## src/rtl/tpkt_pkg.sv

```systemverilog
package tpkt_pkg;
  localparam int PKT_W    = 112;
  localparam int LA_W     = 128;
  localparam int SEL_W    = 4;
  localparam int ADDR_W   = 16;
  localparam int DATA_W   = 32;
  localparam int HALF_W   = DATA_W / 2;
  localparam int WM1_W    = 4;
  localparam int WM0_OUT  = 4;
  localparam int RSV_W    = 3;
  localparam int MEM_W    = 64;
  localparam int GAP_W    = MEM_W - DATA_W;

  localparam int LA_CLK_BIT  = 127;
  localparam int LA_LOAD_BIT = 125;
  localparam int LA_CAP_BIT  = 124;

  // MSB-first layout; the serial order depends on it
  typedef struct packed {
    logic [SEL_W-1:0]  sel;
    logic [ADDR_W-1:0] addr0;
    logic [DATA_W-1:0] din0;
    logic              csb0;
    logic              web0;
    logic              wmask0;
    logic [ADDR_W-1:0] addr1;
    logic [DATA_W-1:0] din1;
    logic              csb1;
    logic              web1;
    logic [WM1_W-1:0]  wmask1;
    logic [RSV_W-1:0]  rsv;
  } tpkt_t;

  localparam tpkt_t TPKT_RESET = '{csb0: 1'b1, csb1: 1'b1, default: '0};

  function automatic logic [MEM_W-1:0] fold_narrow(input logic [DATA_W-1:0] d);
    return {{GAP_W{1'b0}}, d};
  endfunction

  function automatic logic [MEM_W-1:0] fold_wide(input logic [DATA_W-1:0] d);
    return {d[DATA_W-1:HALF_W], {GAP_W{1'b0}}, d[HALF_W-1:0]};
  endfunction

  function automatic logic [DATA_W-1:0] unfold_wide(input logic [MEM_W-1:0] w);
    return {w[MEM_W-1 -: HALF_W], w[HALF_W-1:0]};
  endfunction
endpackage

```

## src/rtl/tpkt_sync.sv

```systemverilog
module tpkt_sync #(
  parameter int W      = 8,
  parameter int STAGES = 2
) (
  input  logic         clk,
  input  logic         rst_n,
  input  logic [W-1:0] d,
  output logic [W-1:0] q
);
  logic [W-1:0] stg [STAGES];

  for (genvar s = 0; s < STAGES; s++) begin : g_stage
    if (s == 0) begin : g_first
      always_ff @(posedge clk or negedge rst_n) begin
        if (!rst_n) stg[s] <= '0;
        else        stg[s] <= d;
      end
    end else begin : g_next
      always_ff @(posedge clk or negedge rst_n) begin
        if (!rst_n) stg[s] <= '0;
        else        stg[s] <= stg[s-1];
      end
    end
  end

  assign q = stg[STAGES-1];
endmodule

```

## src/rtl/tpkt_store.sv

```systemverilog
module tpkt_store
  import tpkt_pkg::*;
(
  input  logic              clk,
  input  logic              rst_n,
  input  logic              shift_go,
  input  logic              shift_bit,
  input  logic              load_go,
  input  tpkt_t             load_val,
  input  logic              cap_go,
  input  logic              cap0_en,
  input  logic              cap1_en,
  input  logic [DATA_W-1:0] cap0_data,
  input  logic [DATA_W-1:0] cap1_data,
  output tpkt_t             q
);
  always_ff @(posedge clk or negedge rst_n) begin
    if (!rst_n) begin
      q <= TPKT_RESET;
    end else if (shift_go) begin
      q <= tpkt_t'({q[PKT_W-2:0], shift_bit});
    end else if (load_go) begin
      q     <= load_val;
      q.rsv <= '0;
    end else if (cap_go) begin
      if (cap0_en) q.din0 <= cap0_data;
      if (cap1_en) q.din1 <= cap1_data;
    end
  end
endmodule

```

## src/rtl/tpkt_port_map.sv

```systemverilog
module tpkt_port_map
  import tpkt_pkg::*;
#(
  parameter int                 NUM_MEM   = 9,
  parameter logic [NUM_MEM-1:0] WIDE_MASK = 9'h100,
  parameter logic [NUM_MEM-1:0] DUAL_MASK = 9'h01F
) (
  input  tpkt_t                      pkt,
  input  logic                       glob_csb,
  input  logic [NUM_MEM*MEM_W-1:0]   mem_dout0,
  input  logic [NUM_MEM*MEM_W-1:0]   mem_dout1,
  output logic [NUM_MEM-1:0]         mem_csb0,
  output logic [NUM_MEM-1:0]         mem_csb1,
  output logic                       mem_web0,
  output logic [WM0_OUT-1:0]         mem_wmask0,
  output logic [ADDR_W-1:0]          mem_addr0,
  output logic [MEM_W-1:0]           mem_din0,
  output logic                       mem_web1,
  output logic [WM1_W-1:0]           mem_wmask1,
  output logic [ADDR_W-1:0]          mem_addr1,
  output logic [MEM_W-1:0]           mem_din1,
  output logic [DATA_W-1:0]          rd0_data,
  output logic [DATA_W-1:0]          rd1_data,
  output logic                       rd0_act,
  output logic                       rd1_act
);
  logic [NUM_MEM-1:0] sel_oh;
  logic [NUM_MEM-1:0] hit;
  logic               sel_wide;
  logic [MEM_W-1:0]   word0;
  logic [MEM_W-1:0]   word1;
  logic [RSV_W-1:0]   unused_rsv;

  assign unused_rsv = pkt.rsv;

  for (genvar m = 0; m < NUM_MEM; m++) begin : g_mem
    assign sel_oh[m]   = (pkt.sel == SEL_W'(m));
    assign hit[m]      = sel_oh[m] & ~glob_csb;
    assign mem_csb0[m] = ~(hit[m] & ~pkt.csb0);
    if (DUAL_MASK[m]) begin : g_dual
      assign mem_csb1[m] = ~(hit[m] & ~pkt.csb1);
    end else begin : g_single
      assign mem_csb1[m] = 1'b1;
    end
  end

  assign sel_wide = |(sel_oh & WIDE_MASK);

  always_comb begin
    word0 = '0;
    word1 = '0;
    for (int m = 0; m < NUM_MEM; m++) begin
      if (sel_oh[m]) begin
        word0 = mem_dout0[m*MEM_W +: MEM_W];
        word1 = mem_dout1[m*MEM_W +: MEM_W];
      end
    end
  end

  assign mem_din0   = sel_wide ? fold_wide(pkt.din0) : fold_narrow(pkt.din0);
  assign mem_din1   = sel_wide ? fold_wide(pkt.din1) : fold_narrow(pkt.din1);
  assign rd0_data   = sel_wide ? unfold_wide(word0) : word0[DATA_W-1:0];
  assign rd1_data   = sel_wide ? unfold_wide(word1) : word1[DATA_W-1:0];

  assign mem_web0   = pkt.web0;
  assign mem_wmask0 = {WM0_OUT{pkt.wmask0}};
  assign mem_addr0  = pkt.addr0;
  assign mem_web1   = pkt.web1;
  assign mem_wmask1 = pkt.wmask1;
  assign mem_addr1  = pkt.addr1;

  assign rd0_act = ~(&mem_csb0) & pkt.web0;
  assign rd1_act = ~(&mem_csb1) & pkt.web1;
endmodule

```

## src/rtl/sram_tpkt_top.sv

```systemverilog
module sram_tpkt_top
  import tpkt_pkg::*;
#(
  parameter int                 NUM_MEM     = 9,
  parameter logic [NUM_MEM-1:0] WIDE_MASK   = 9'h100,
  parameter logic [NUM_MEM-1:0] DUAL_MASK   = 9'h01F,
  parameter int                 SYNC_STAGES = 2
) (
  input  logic                       clk,
  input  logic                       scan_rst_n,
  input  logic                       mode_sel,
  input  logic                       scan_clk,
  input  logic                       scan_en,
  input  logic                       scan_in,
  input  logic                       scan_load,
  output logic                       scan_out,
  input  logic [LA_W-1:0]            la_word,
  input  logic                       glob_csb,
  output logic [PKT_W-1:0]           pkt_rd,
  output logic [NUM_MEM-1:0]         mem_csb0,
  output logic [NUM_MEM-1:0]         mem_csb1,
  output logic                       mem_web0,
  output logic [WM0_OUT-1:0]         mem_wmask0,
  output logic [ADDR_W-1:0]          mem_addr0,
  output logic [MEM_W-1:0]           mem_din0,
  output logic                       mem_web1,
  output logic [WM1_W-1:0]           mem_wmask1,
  output logic [ADDR_W-1:0]          mem_addr1,
  output logic [MEM_W-1:0]           mem_din1,
  input  logic [NUM_MEM*MEM_W-1:0]   mem_dout0,
  input  logic [NUM_MEM*MEM_W-1:0]   mem_dout1
);
  localparam int CTL_W = 8;

  logic [CTL_W-1:0] ctl_raw, ctl_s;
  logic mode_s, sclk_s, sen_s, sin_s, sload_s, lclk_s, lload_s, lcap_s;
  logic sclk_prev, lclk_prev, sclk_rise, lclk_rise;
  logic shift_go, load_go, cap_go;
  logic rd0_act, rd1_act;
  logic [DATA_W-1:0] rd0_data, rd1_data;
  tpkt_t pkt_q;
  logic unused_la;

  assign unused_la = ^{la_word[LA_W-2], la_word[LA_CAP_BIT-1:PKT_W]};

  assign ctl_raw = {mode_sel, scan_clk, scan_en, scan_in, scan_load,
                    la_word[LA_CLK_BIT], la_word[LA_LOAD_BIT], la_word[LA_CAP_BIT]};

  tpkt_sync #(.W(CTL_W), .STAGES(SYNC_STAGES)) u_sync (
    .clk   (clk),
    .rst_n (scan_rst_n),
    .d     (ctl_raw),
    .q     (ctl_s)
  );

  assign {mode_s, sclk_s, sen_s, sin_s, sload_s, lclk_s, lload_s, lcap_s} = ctl_s;

  always_ff @(posedge clk or negedge scan_rst_n) begin
    if (!scan_rst_n) begin
      sclk_prev <= 1'b0;
      lclk_prev <= 1'b0;
    end else begin
      sclk_prev <= sclk_s;
      lclk_prev <= lclk_s;
    end
  end

  assign sclk_rise = sclk_s & ~sclk_prev;
  assign lclk_rise = lclk_s & ~lclk_prev;

  assign shift_go = mode_s & sclk_rise & sen_s;
  assign load_go  = ~mode_s & lclk_rise & lload_s;
  assign cap_go   = (mode_s & sclk_rise & ~sen_s & sload_s) |
                    (~mode_s & lclk_rise & ~lload_s & lcap_s);

  tpkt_store u_store (
    .clk       (clk),
    .rst_n     (scan_rst_n),
    .shift_go  (shift_go),
    .shift_bit (sin_s),
    .load_go   (load_go),
    .load_val  (tpkt_t'(la_word[PKT_W-1:0])),
    .cap_go    (cap_go),
    .cap0_en   (rd0_act),
    .cap1_en   (rd1_act),
    .cap0_data (rd0_data),
    .cap1_data (rd1_data),
    .q         (pkt_q)
  );

  tpkt_port_map #(.NUM_MEM(NUM_MEM), .WIDE_MASK(WIDE_MASK), .DUAL_MASK(DUAL_MASK)) u_map (
    .pkt        (pkt_q),
    .glob_csb   (glob_csb),
    .mem_dout0  (mem_dout0),
    .mem_dout1  (mem_dout1),
    .mem_csb0   (mem_csb0),
    .mem_csb1   (mem_csb1),
    .mem_web0   (mem_web0),
    .mem_wmask0 (mem_wmask0),
    .mem_addr0  (mem_addr0),
    .mem_din0   (mem_din0),
    .mem_web1   (mem_web1),
    .mem_wmask1 (mem_wmask1),
    .mem_addr1  (mem_addr1),
    .mem_din1   (mem_din1),
    .rd0_data   (rd0_data),
    .rd1_data   (rd1_data),
    .rd0_act    (rd0_act),
    .rd1_act    (rd1_act)
  );

  assign pkt_rd   = pkt_q;
  assign scan_out = pkt_q[PKT_W-1];
endmodule

```

## config.mk

```make
export PLATFORM = sky130hd
export DESIGN_NAME = sram_tpkt_top
export DESIGN_NICKNAME = d
export VERILOG_FILES = /design/src/rtl/tpkt_pkg.sv /design/src/rtl/tpkt_sync.sv /design/src/rtl/tpkt_store.sv /design/src/rtl/tpkt_port_map.sv /design/src/rtl/sram_tpkt_top.sv
export SDC_FILE = /design/constraint.sdc
export NUM_CORES = 1
export LEC_CHECK = 0
export ABC_AREA = 1
export BUFFER_PORTS_ARGS = -buffer_cell sky130_fd_sc_hd__buf_2
export CORE_AREA = 3 3 613 615
export CTS_BUF_LIST = sky130_fd_sc_hd__clkbuf_8
export DETAILED_ROUTE_END_ITERATION = 12
export DIE_AREA = 0 0 616 618
export MAX_ROUTING_LAYER = met4
export PLACE_DENSITY_LB_ADDON = 0.12
export SYNTH_ARGS = -nofsm -noshare
export SYNTH_HDL_FRONTEND = slang
export SYNTH_SLANG_ARGS = --single-unit
```

## constraint.sdc

```tcl
create_clock -name clk -period 2.85 [get_ports clk]
set_input_delay 0.4275 -clock clk [delete_from_list [all_inputs] [get_ports clk]]
set_output_delay 0.4275 -clock clk [all_outputs]
set_load 0.005 [all_outputs]
```

==> results.md <==
- The count of buffers inserted at the top-level ports is 960.
- The worst hold path passes through 3 cells.
- The run finished with clean final reports.
- On the final layout, the worst clock skew is approximately 0.057 ns.
- The mean instance size in the synthesized netlist is between 5 and 6 um^2.
- The global-route wire length before repair is roughly 240000 um.
- The initial DRC count is between 900 and 1000.
- IR analysis of the VDD net gives a maximum drop of around 210 uV.
- After floorplanning, the core was divided into between 200 and 250 placement rows.
- The critical path is of the flip-flop to output pin type.
- The final critical path time including I/O delays and setup is about 2.8 ns.
- Detailed placement ended at an HPWL of around 170000 um.
- The register bit total from synthesis is 130.
- The mapped netlist covers roughly 13000 um^2.
- The global routing usage summed across all routing layers is 10.0%.
- Setup repair after global routing could not meet its margin everywhere.
- In this run the critical register-to-register path is launched from u_store.q[108].
- The endpoint identified for the worst register-to-register timing path is u_store.q[70].
- The die outline width is 616 um.
- The clock reaches the later pin of the worst-skew pair after around 0.60 ns.
- The first TritonRoute pass finished after 5 iterations.
- The number of different library cells in the post-synthesis netlist is 32.
- In this design, the critical path's most frequently occurring cell is buf_6.
- From bottom edge to top edge, the die measures roughly 620 um.
- At the end of the flow, the number of nets in the layout was between 4000 and 5000.
- The placer congestion estimate is roughly 0.8.
- For this run, the slowest stage of the critical path takes about 0.42 ns.
- The clock root buffer is clkbuf_8.
- The number of antenna violations at the first check in global routing is between 150 and 200.
- Entering global routing, the biggest net connects between 100 and 150 pins.
- The tightest min-delay check is of the input pin to flip-flop type.
- The overall power of the completed layout is approximately 16 mW.
- Among cell families on the critical path, the largest total delay comes from buffers and inverters.
- The leakage power figure is roughly 12 nW.
- During synthesis, Yosys emitted a total of 0 warnings.
- Measured against its own limit, the worst slew margin works out to about half.
- The smallest hold slack is between 0.1 and 0.15 ns.
- The number of cells produced by synthesis is approximately 2200.
- The floorplan die area is about 380000 um^2.
- The number of vias after detailed routing is 19200.
- The count of nets left with antenna violations once routing finished came out at 0.
- The via count of the first global-routing pass came to between 15000 and 20000.
- The residual overflow from global routing is 0.
- The worst-path maximum fanout is 8.
- The critical path buffer and inverter count is 8.
- The kind of start point of the critical path is a flip-flop.
- Timing would allow up to approximately 360 MHz.
- The total number of cells along the worst setup path is 11.
- Summing the sequential cell areas from Yosys gives between 20% and 30% of the chip area.
- The core area is between 300000 and 400000 um^2.
- The cell at the slowest stage of the critical path is dfrtp_1.
- In the final layout, the share of cells above drive strength 1 is ~42%.
- The actual transition at the worst max-transition pin is about 0.76 ns.
- Cells fill 7.31% of the core in the end.
- The library cells used most frequently in the layout, excluding fill and tap cells, are buf_2, nand2_1, inv_1.
- After layout, the worst path uses between 90% and 100% of the clock period.
- Summing all non-filler instances in the final layout gives an area of 27100 um^2.
- Relative to the synthesized area, the layout overhead comes to 117%.
- In the post-synthesis netlist, the biggest area contributors are dfrtp_1, nand2_1, nor2_1.
- For this run, design rule violations remaining after detail routing come to 0.
- Once the floorplan was initialized, standard cells occupied roughly 3.4% of the core.
- The critical hold path startpoint is la_word[43].
- The H-tree was split into 4 levels.
- Counting the fill cells in the layout gives approximately 44000.
- Across the run, the number of max-cap violations was 0.
- The most common cell after layout, fill and taps aside is buf_2.
- The TritonCTS clock tree is built.
- STA classifies the critical path endpoint as an output pin.
- The synthesized design devotes to its leading area cell type around 26% of total area.
- In this run the register-to-register setup slack is 0.13 ns.
- The total negative slack is 0 ns.
- The signal on the critical path passes through buf_12 > clkinv_8 > nand2_8 > buf_6 > nor3_4 > buf_6 > inv_16 > buf_16 > clkbuf_16 > nor2_2 > buf_2.
- The routed length per placed instance is approximately 23 um.
- The mean number of vias per cell is approximately 2.3.
- The cell area power density is between 500 and 600 nW/um^2.
- The sink count of the clock tree is 130.
- Setup violations remaining at the end of the flow were counted as 0.
- The cell type with the highest aggregate area in the netlist is dfrtp_1.
- After detailed placement, the total cell area comes to 24900 um^2.
- For hold timing, the worst endpoint is u_store.q[43].
- The top-level I/O count is 1589.
- Clock-pin slew was measured on the worst setup and hold paths at 0.11 ns.
- For the worst setup path, the data required time is approximately 2.4 ns.
- The number of buffers inserted during clock tree synthesis is 25.
- The final max-slew violation count is 0.
- The number of cells on the worst reg-to-reg path is 17.
- At the worst endpoint, the arrival time is 2.37 ns.
- The clock passes through at most 3 buffers.
- The wire length reported by the detailed router is around 190000 um.
- The final number of hold-violating endpoints is 0.
per-stage QoR:
step           instances  setup WS [ns]
2_1_floorplan       2212          0.774
3_3_place_gp        8105         -0.496
3_5_place_dp        8105         -0.511
4_1_cts             8194         -0.123
5_1_grt             8344        -0.0907
6_report            8348         0.0560
timing repair:
| item | CTS | global route |
|---|---|---|
| endpoints found under the hold margin | 58 | 0 |
| resized for setup | 116 | 72 |
| hold buffers | 19 | 0 |
| setup buffers | 31 | 2 |
| endpoints found under the setup margin | 126 | 106 |
| gates cloned | 7 | 2 |
| pin swaps | 4 | 9 |
cells in the mapped netlist:
| cell type | instances |
|---|---|
| nand2_1 | 620 |
| nor2_1 | 339 |
| inv_1 | 291 |
| nand3_1 | 186 |
| dfrtp_1 | 128 |
| buf_4 | 116 |
| nand4_1 | 101 |
| clkbuf_1 | 81 |
| o21ai_0 | 80 |
| o22ai_1 | 62 |
| a21oi_1 | 46 |
| buf_2 | 41 |
| o221ai_1 | 28 |
| nand3b_1 | 8 |
| buf_1 | 7 |
| inv_2 | 7 |
| nand2_2 | 6 |
| or2_2 | 5 |
| nor2_2 | 4 |
| buf_6 | 3 |
| o211ai_1 | 3 |
| o21ai_1 | 3 |
| clkinv_1 | 2 |
| conb_1 | 2 |
| dfstp_2 | 2 |
| a221oi_1 | 1 |
| nand3_2 | 1 |
| nor2_4 | 1 |
| nor3_1 | 1 |
| nor3_2 | 1 |
| nor3_4 | 1 |
| o21ai_2 | 1 |
worst max-delay path by stage:
stage / slack [ns] / endpoint / from
detailed placement: -0.51 / u_store.q[60] / u_store.q[111]
finish: 0.06 / mem_din1[61] / u_store.q[108]
floorplan: 0.77 / mem_din0[48] / u_store.q[109]
CTS: -0.12 / mem_din1[63] / u_store.q[108]
global route: -0.09 / mem_din0[58] / u_store.q[108]
global placement: -0.50 / u_store.q[60] / u_store.q[111]
kinds of logic after synthesis:
group,after synthesis,synth area share [%]
AND/OR/NAND/NOR,1274,42.9
other,2,0.0600
flip-flops,130,26.0
buffers and inverters,548,20.5
AO/OA/AOI/OAI,224,10.5
flip-flops by register name (all words and copies together), names as in the netlist:
register,cells
sclk_prev,1
u_sync.q,8
u_store.q,112
u_sync.stg,8
lclk_prev,1
power breakdown:
part	internal [mW]	leakage, nW	switching, mW
clock	0.975	0.233	1.03
combinational	3.92	10.3	6.57
sequential	2.42	1.58	0.999
total	7.32	12.1	8.60
worst register-to-register path, stage by stage, from the launching register on:
cell,delay (ns)
dfrtp_1,0.42
buf_12,0.16
clkinv_8,0.09
nor2_4,0.04
buf_12,0.13
buf_12,0.15
buf_4,0.18
nand3_1,0.15
nand2_1,0.09
nor2_2,0.34
buf_4,0.23
nand4_1,0.08
nand2_1,0.15
nand3_1,0.11
nand2_1,0.11
nand2_1,0.08
nand2_1,0.06
nand2_1,0.04
layer usage:
metal	part of all wire, %	vias to the layer above	global-route usage (%)
li1	-	9005	-
met1	40	9076	11.1
met2	48	938	16.9
met3	11	225	4.47
met4	1.6	0	1.44
met5	0	-	-
final cells by class:
cell class | count | area [um^2] | share of cell area [%]
multi-input combinational | 1534 | 7410 | 27.3
tap | 4972 | 6220 | 22.9
antenna | 154 | 385 | 1.42
clock inverter | 5 | 48.8 | 0.180
clock buffer | 28 | 385 | 1.42
sequential | 130 | 3260 | 12.0
inverter | 300 | 1170 | 4.32
timing repair buffer | 1225 | 8260 | 30.4
Note: power is estimated with default switching activity, not from simulation.
